### src/rtl/xcvr_pkg.sv
package xcvr_pkg;
  parameter int unsigned XCVR_WIDTH = 18;
  parameter int unsigned XCVR_LANES = 2;

  typedef struct packed {
    logic oe_n;
    logic pass;
    logic cap_clk;
    logic cap_en_n;
  } lane_ctrl_t;
endpackage

### src/rtl/xcvr_rise_det.sv
module xcvr_rise_det (
  input  logic clk,
  input  logic rst_n,
  input  logic level,
  output logic rise
);
  logic level_q;

  // Reset high so a capture clock already high at reset release is not an edge.
  always_ff @(posedge clk) begin
    if (!rst_n) level_q <= 1'b1;
    else        level_q <= level;
  end

  assign rise = level & ~level_q;
endmodule

### src/rtl/xcvr_store.sv
module xcvr_store #(
  parameter int unsigned WIDTH = 18
) (
  input  logic             clk,
  input  logic             rst_n,
  input  logic             pass,
  input  logic             capture,
  input  logic [WIDTH-1:0] d,
  output logic [WIDTH-1:0] q
);
  logic load;

  assign load = pass | capture;

  always_ff @(posedge clk) begin
    if (!rst_n)    q <= '0;
    else if (load) q <= d;
  end
endmodule

### src/rtl/xcvr_lane.sv
module xcvr_lane
  import xcvr_pkg::*;
#(
  parameter int unsigned WIDTH = 18
) (
  input  logic             clk,
  input  logic             rst_n,
  input  lane_ctrl_t       ctrl,
  input  logic [WIDTH-1:0] din,
  output logic [WIDTH-1:0] dout,
  output logic             drive
);
  logic             clk_rise;
  logic             capture;
  logic [WIDTH-1:0] held;

  xcvr_rise_det u_rise (
    .clk   (clk),
    .rst_n (rst_n),
    .level (ctrl.cap_clk),
    .rise  (clk_rise)
  );

  assign capture = clk_rise & ~ctrl.cap_en_n & ~ctrl.pass;

  xcvr_store #(.WIDTH(WIDTH)) u_store (
    .clk     (clk),
    .rst_n   (rst_n),
    .pass    (ctrl.pass),
    .capture (capture),
    .d       (din),
    .q       (held)
  );

  assign dout  = ctrl.pass ? din : held;
  assign drive = ~ctrl.oe_n;
endmodule

### src/rtl/univ_bus_xcvr.sv
module univ_bus_xcvr
  import xcvr_pkg::*;
#(
  parameter int unsigned WIDTH = XCVR_WIDTH
) (
  input  logic             clk,
  input  logic             rst_n,
  input  logic [WIDTH-1:0] a_in,
  output logic [WIDTH-1:0] a_out,
  output logic             a_drive,
  input  logic [WIDTH-1:0] b_in,
  output logic [WIDTH-1:0] b_out,
  output logic             b_drive,
  input  logic             ab_oe_n,
  input  logic             ab_pass,
  input  logic             ab_cap_clk,
  input  logic             ab_cap_en_n,
  input  logic             ba_oe_n,
  input  logic             ba_pass,
  input  logic             ba_cap_clk,
  input  logic             ba_cap_en_n
);
  localparam int unsigned NL = XCVR_LANES;

  lane_ctrl_t             ctrl  [NL];
  logic       [WIDTH-1:0] lin   [NL];
  logic       [WIDTH-1:0] lout  [NL];
  logic                   ldrv  [NL];

  // Lane 0 carries A to B, lane 1 carries B to A.
  assign ctrl[0] = '{oe_n: ab_oe_n, pass: ab_pass, cap_clk: ab_cap_clk, cap_en_n: ab_cap_en_n};
  assign ctrl[1] = '{oe_n: ba_oe_n, pass: ba_pass, cap_clk: ba_cap_clk, cap_en_n: ba_cap_en_n};
  assign lin[0]  = a_in;
  assign lin[1]  = b_in;

  for (genvar g = 0; g < NL; g++) begin : g_lane
    xcvr_lane #(.WIDTH(WIDTH)) u_lane (
      .clk   (clk),
      .rst_n (rst_n),
      .ctrl  (ctrl[g]),
      .din   (lin[g]),
      .dout  (lout[g]),
      .drive (ldrv[g])
    );
  end

  assign b_out   = lout[0];
  assign b_drive = ldrv[0];
  assign a_out   = lout[1];
  assign a_drive = ldrv[1];
endmodule

### config.mk
export PLATFORM = sky130hd
export DESIGN_NAME = univ_bus_xcvr
export DESIGN_NICKNAME = d
export VERILOG_FILES = /design/src/rtl/xcvr_pkg.sv /design/src/rtl/xcvr_rise_det.sv /design/src/rtl/xcvr_store.sv /design/src/rtl/xcvr_lane.sv /design/src/rtl/univ_bus_xcvr.sv
export SDC_FILE = /design/constraint.sdc
export NUM_CORES = 1
export LEC_CHECK = 0
export ABC_AREA = 1
export CORE_MARGIN = 3
export CORE_UTILIZATION = 39
export DETAILED_ROUTE_END_ITERATION = 8
export PLACE_DENSITY_LB_ADDON = 0.05
export SYNTH_ARGS = -nofsm -noshare
export SYNTH_HDL_FRONTEND = slang
export SYNTH_SLANG_ARGS = --single-unit
### constraint.sdc
create_clock -name clk -period 1.1 [get_ports clk]
set_clock_uncertainty 0.2 [all_clocks]
set_input_delay 0.165 -clock clk [delete_from_list [all_inputs] [get_ports clk]]
set_output_delay 0.165 -clock clk [all_outputs]
set_load 0.01 [all_outputs]
==> impl_metrics.py, run 1 <==
metrics = {
    "finish": {
        "synthToLayoutAreaGrowth_pct": 91.0,
        "diodes": 0,
        "fill_cells": 365,
        "fin_util_pct": 79.2,
        "multi_input_area_um2": 1320,
        "regArea_um2": 802,
        "drive_gt1_share_pct": 52.9,
        "nets": 512,
        "design_area_um2": 3860,
    },
    "sta": {
        "fin_ws_ns": -0.226,
        "hold_slack_ns": 0.0235,
        "setup_viol": 72,
        "slew_viol_final": 0,
        "max_clock_freq_mhz": 754,
        "layout_min_cycle_time_ns": 1.33,
        "relSlewSlack_pct": 75.8,
        "hold_viol": 0,
        "worstMarginPinSlew_ns": 0.363,
        "finalCritPeriodShare_pct": 121,
        "rsz0062_at_grt": "yes",
    },
    "routing": {
        "ant_nets": 0,
        "via_per_inst": 4.87,
        "finalWirelength_um": 7000,
        "drt_iter0_markers": 113,
        "num_vias": 2602,
        "routedWlPerCell_um": 13.1,
        "post-route-drc-count": 0,
        "drtPass1Iterations": 4,
    },
    "placed_design": {
        "place_hpwl_um": 3540,
        "gp_congestion": 0.773,
        "post_dp_cell_area_um2": 3170,
        "place_ws_ns": -0.888,
        "portBuffers": 83,
    },
    "job": {
        "drv_cap": 0,
    },
    "pwr": {
        "ir_worst_vdd_mv": 0.684,
        "power_density_nw_per_um2": 1010,
        "p_total_mw": 3.89,
        "p_leak_nw": 1.99,
    },
    "status": {
        "violations": "negative setup slack",
        "status": "complete, but fails checks",
    },
    "worst_setup_path": {
        "r2r_start": "g_lane[0].u_lane.u_rise.level_q",
        "r2r_end": "g_lane[0].u_lane.u_store.q[16]",
        "slowest_delay_ns": 0.33,
        "cp-start-kind": "flip-flop",
        "critical_path.max_fanout": 2,
        "critPathCaptureType": "output port",
        "r2r_slack_ns": -0.19,
        "critPathKind": "flip-flop to output port",
        "r2r_cells": 4,
        "cp_num_cells": 3,
        "crit_end": "b_out[14]",
        "slowest_stage": "dfxtp_2",
        "critical_path_buf_inv_count": 2,
        "cp.required_ns": 0.73,
        "cp_top_family": "flip-flops",
        "crit_path_start": "g_lane[0].u_lane.u_store.q[14]",
        "crit_chain": "inv_2 -> o21ai_1 -> buf_2",
        "cp.arrival_ns": 0.96,
    },
    "clocking": {
        "clockBufferDepth": 2,
        "clk_latency_ns": 0.29,
        "tritoncts": "built",
        "clk_pin_slew_ns": 0.08,
        "htreeDepth": 2,
        "cts_sinks": 38,
        "cts_buffers": 5,
        "root_buffer": "clkbuf_8",
    },
    "floorplan": {
        "die_w_um": 78.0,
        "core_um2": 4880,
        "io_pins": 84,
        "dieArea_um2": 6090,
        "row_count": 25,
        "die_h_um": 78.0,
        "start_util_pct": 41.5,
    },
    "synth": {
        "synth_adder_area_share_pct": 0,
        "synth_top_family_by_area": "simple AND/OR/NAND/NOR gates",
        "syn_nets": 372,
        "postSynthCellCount": 326,
        "synth.area.mux_share_pct": 0,
        "synthXorXnorAreaFrac_pct": 0,
        "synth.avg_cell_area_um2": 6.21,
        "yosysWarnings": 0,
        "synth_compound_area_share_pct": 16.1,
        "netlist_area_um2": 2020,
        "seq_area_frac_synth_pct": 37.6,
        "yosys.area_share.simple_pct": 32.0,
        "ys_ff_latch": 38,
        "synthDistinctLibCells": 16,
    },
    "grt": {
        "antenna_found_initial": 0,
        "overflow": 0,
        "grt_pass1_vias": 2195,
        "grt_max_degree": 39,
        "track_usage_pct": 20.0,
        "grt_pass1_wl_um": 9830,
    },
    "hold_path": {
        "min_path_type": "input port to flip-flop",
    },
}
## cells in the mapped netlist
cell / instances / area share, %
buf_4: 3 / 1.1
nand2_2: 1 / 0.31
nand3b_4: 1 / 0.99
inv_2: 1 / 0.19
nand3_1: 29 / 7.2
inv_1: 43 / 8.0
nor2_1: 43 / 8.0
o21ai_0: 36 / 8.9
buf_6: 1 / 0.56
inv_4: 1 / 0.31
nand3_2: 1 / 0.49
clkbuf_1: 4 / 0.74
dfxtp_1: 38 / 38
buf_2: 14 / 3.5
nand2_1: 81 / 15
a21oi_1: 29 / 7.2
## what timing repair did
item	in CTS	in global routing
buffers inserted	12	9
hold buffers	0	6
gates cloned	3	4
hold endpoints to repair	0	6
endpoints found under the setup margin	74	72
pin swaps	9	25
gates resized for setup	268	112
## layout by cell type, fill, tap and decap left out, drive strengths merged, types with 6 or more instances in the layout
cell type      count
buf              101
nand2             83
inv               44
nor2              43
dfxtp             38
o21ai             36
nand3             30
a21oi             29
dlygate4sd2       26
clkbuf            12
clkdlybuf4s50      9
dlymetal6s2s       8
dlygate4sd3        6
## through the flow
stage,cells,TNS [ns]
final,534,-9.52
after detailed placement,493,-51.78
after CTS,516,-8.78
after global routing,534,-13.45
after floorplan,326,-0.417
after global placement,493,-50.68
## worst min path at each step
stage | startpoint | endpoint | slack [ns] | cells past startpoint
after floorplan | ab_cap_clk | g_lane[0].u_lane.u_rise.level_q | 0.05 | 2
after global placement | g_lane[1].u_lane.u_store.q[15] | g_lane[1].u_lane.u_store.q[15] | 0.26 | 2
after detailed placement | g_lane[1].u_lane.u_store.q[11] | g_lane[1].u_lane.u_store.q[11] | 0.27 | 2
after CTS | ab_cap_clk | g_lane[0].u_lane.u_rise.level_q | 0.04 | 3
after global routing | ab_cap_clk | g_lane[0].u_lane.u_rise.level_q | 0.04 | 3
final | b_in[8] | g_lane[1].u_lane.u_store.q[8] | 0.02 | 4
## tightest hold or removal path, stage by stage
cell	delay [ns]
dlymetal6s2s_1	0.11
buf_4	0.12
a21oi_4	0.03
nor2_1	0.06
## flip-flops by register name, indices dropped and copies added (netlist names)
signal	flops
g_lane.u_lane.u_store.q	36
g_lane.u_lane.u_rise.level_q	2
## final cells by class
cell class / instances / share of cell area [%]
clock buffers: 8 / 2.85
inverters: 45 / 4.63
multi-input cells: 222 / 34.2
flip-flops and latches: 38 / 20.8
well taps: 67 / 2.17
repair buffers: 154 / 35.4
## layer usage
| layer | track usage [%] | up-vias | wire length (um) | part of all wire, % |
|---|---|---|---|---|
| met4 | 8.92 | 0 | 192 | 2.7 |
| li1 | - | 1307 | - | - |
| met1 | 23.9 | 1208 | 2920 | 42 |
| met3 | 4.47 | 19 | 306 | 4.4 |
| met5 | 0 | - | 0 | 0 |
| met2 | 34.3 | 68 | 3580 | 51 |
## power by group
group | switching [mW] | total [mW] | internal (mW)
clock | 0.513 | 1.15 | 0.633
combinational | 0.598 | 1.20 | 0.602
sequential | 0.0446 | 1.54 | 1.50
## cells by family (layout without fill, tap and decap cells)
logic type	after synthesis	after routing
AOI/OAI and AO/OA	65	65
buffers and inverters	67	207
DFF	38	38
and+or+nand+nor	156	157
No activity file was read; power rests on OpenSTA's default activity.
==> inputs of run 2 (changes only) <==
==> constraint.sdc (replaced) <==
create_clock -name clk -period 1.1 [get_ports clk]
set_clock_uncertainty 0.2 [all_clocks]
set_input_delay 0.165 -clock clk [delete_from_list [all_inputs] [get_ports clk]]
set_output_delay 0.165 -clock clk [all_outputs]
set_load 0.02 [all_outputs]
==> run 2 against run 1 <==
Effect of this change: cell count up 0.75%; sequential power is essentially flat; via count rose by 0.54%; critical path depth is 1 higher; routed wire length is 3.2% higher; the run still ends with negative setup slack left; sequential share of layout area down 1.1 points.
==> impl_metrics.py, run 2 (same netlist as run 1, synthesis figures left out) <==
metrics = {
    "finish": {
        "mostFrequentLayoutCells": "nand2_1 (73), buf_4 (68), nor2_1 (41)",
        "layout_commonest_cell": "nand2_1",
        "synthToLayoutAreaGrowth_pct": 102,
        "largest_reg_flops": 36,
        "fin_util_pct": 83.7,
        "diodes": 0,
        "largest-register": "g_lane.u_lane.u_store.q",
        "largestRegisters": "g_lane.u_lane.u_store.q (36), g_lane.u_lane.u_rise.level_q (2)",
        "nets": 516,
        "drive_gt1_share_pct": 57.1,
        "fin_cells": 538,
    },
    "clocking": {
        "tritoncts": "built",
        "cts_sinks": 38,
        "clk_latency_ns": 0.29,
        "root_buffer": "clkbuf_8",
        "clk_pin_slew_ns": 0.07,
        "htreeDepth": 2,
        "cts_buffers": 5,
        "clockBufferDepth": 2,
    },
    "pwr": {
        "p_leak_nw": 1.99,
        "power_density_nw_per_um2": 976,
        "ir_worst_vdd_mv": 0.753,
        "p_total_mw": 3.99,
    },
    "worst_setup_path": {
        "cp.required_ns": 0.73,
        "crit_chain": "clkdlybuf4s50_1 -> nand2_1 -> o21ai_2 -> buf_6",
        "critPathKind": "input port to output port",
        "critPathCaptureType": "output port",
        "r2r_slack_ns": -0.19,
        "cp.arrival_ns": 0.95,
        "slowest_delay_ns": 0.50,
        "cp-start-kind": "input port",
        "cp_top_family": "buffers and inverters",
        "critical_path.max_fanout": 2,
        "slowest_stage": "clkdlybuf4s50_1",
        "critical_path_buf_inv_count": 2,
    },
    "routing": {
        "finalWirelength_um": 7220,
        "post-route-drc-count": 0,
        "drt_iter0_markers": 146,
        "routedWlPerCell_um": 13.4,
        "ant_nets": 0,
        "drtPass1Iterations": 4,
        "num_vias": 2616,
        "via_per_inst": 4.86,
    },
    "sta": {
        "fin_ws_ns": -0.214,
        "max_clock_freq_mhz": 761,
        "finalCritPeriodShare_pct": 119,
        "relSlewSlack_pct": 81.4,
        "hold_viol": 0,
        "rsz0062_at_grt": "yes",
        "slew_viol_final": 0,
        "finalSetupTns_ns": -10.83,
        "layout_min_cycle_time_ns": 1.31,
        "worstMarginPinSlew_ns": 0.279,
        "setup_viol": 72,
    },
    "placed_design": {
        "portBuffers": 83,
        "place_hpwl_um": 3620,
        "place_inst": 497,
        "place_ws_ns": -0.992,
        "gp_congestion": 0.749,
    },
    "floorplan": {
        "die_h_um": 78.0,
        "die_w_um": 78.0,
        "io_pins": 84,
        "start_util_pct": 41.5,
        "row_count": 25,
        "dieArea_um2": 6090,
        "core_um2": 4880,
    },
    "grt": {
        "grt_max_degree": 39,
        "overflow": 0,
        "track_usage_pct": 21.0,
        "grt_pass1_vias": 2392,
        "antenna_found_initial": 0,
        "grt_pass1_wl_um": 10500,
    },
    "job": {
        "drv_cap": 0,
    },
    "hold_path": {
        "min_path_type": "input port to flip-flop",
    },
    "status": {
        "status": "complete, but fails checks",
        "violations": "negative setup slack",
    },
}
==> run 2: cell types whose count changed in the layout (fill, tap and decap cells not counted), moves of 5 or more <==
cell and delta:
a21oi_2 +7, buf_2 -38, buf_4 +19, buf_6 +31
dlygate4sd2_1 +8, dlygate4sd3_1 -6, dlymetal6s2s_1 -8, nand2_1 +6
nand2_2 -5, o21ai_1 -11, o21ai_2 +7
==> run 2: final timing paths <==
kind,from,endpoint,depth (start not counted)
hold reg to reg,g_lane[1].u_lane.u_store.q[10],g_lane[1].u_lane.u_store.q[10],2
setup / recovery,a_in[15],b_out[15],4
hold / removal,ab_cap_clk,g_lane[0].u_lane.u_rise.level_q,3
setup reg to reg,g_lane[1].u_lane.u_rise.level_q,g_lane[1].u_lane.u_store.q[5],7
==> run 2: area by class of cell <==
class,count,area (um2)
clock buffers,7,86.3
clock inverters,1,5.00
fillers,320,795
inverters,45,174
multi-input cells,222,1370
flip-flops and latches,38,803
well taps,67,83.8
repair buffers,158,1560
==> run 2: report_power, final <==
| group | switching [mW] | leakage, nW | internal, mW |
|---|---|---|---|
| Combinational | 0.727 | 1.62 | 0.724 |
| Clock | 0.490 | 0.0482 | 0.506 |
| Sequential | 0.0456 | 0.325 | 1.50 |
| Total | 1.26 | 1.99 | 2.73 |
==> run 2: routing by layer <==
layer	share of wire [%]	track usage (%)
met5	0	0
met4	2.2	8.92
met3	6.1	4.82
met2	52	37.1
met1	39	24.2
==> run 2: stage by stage <==
step	hold slack (ns)	cell area (um2)
6_report	0.0544	4090
2_1_floorplan	0.0498	2110
4_1_cts	0.0384	3730
3_5_place_dp	0.277	3270
5_1_grt	0.0721	4090
3_3_place_gp	0.268	3270
==> run 2: worst reg2reg max path, delay by kind of cell, from the launching register on <==
| kind | cells | cell delay (ns) |
|---|---|---|
| flops | 1 | 0.32 |
| simple gates | 4 | 0.35 |
| buf+inv | 3 | 0.35 |
==> run 2: timing repair <==
item	4_1_cts	5_1_grt
buffers inserted	20	5
pin swaps	16	27
endpoints found under the setup margin	74	72
hold buffers	0	0
resized for setup	341	91
cloned	6	3
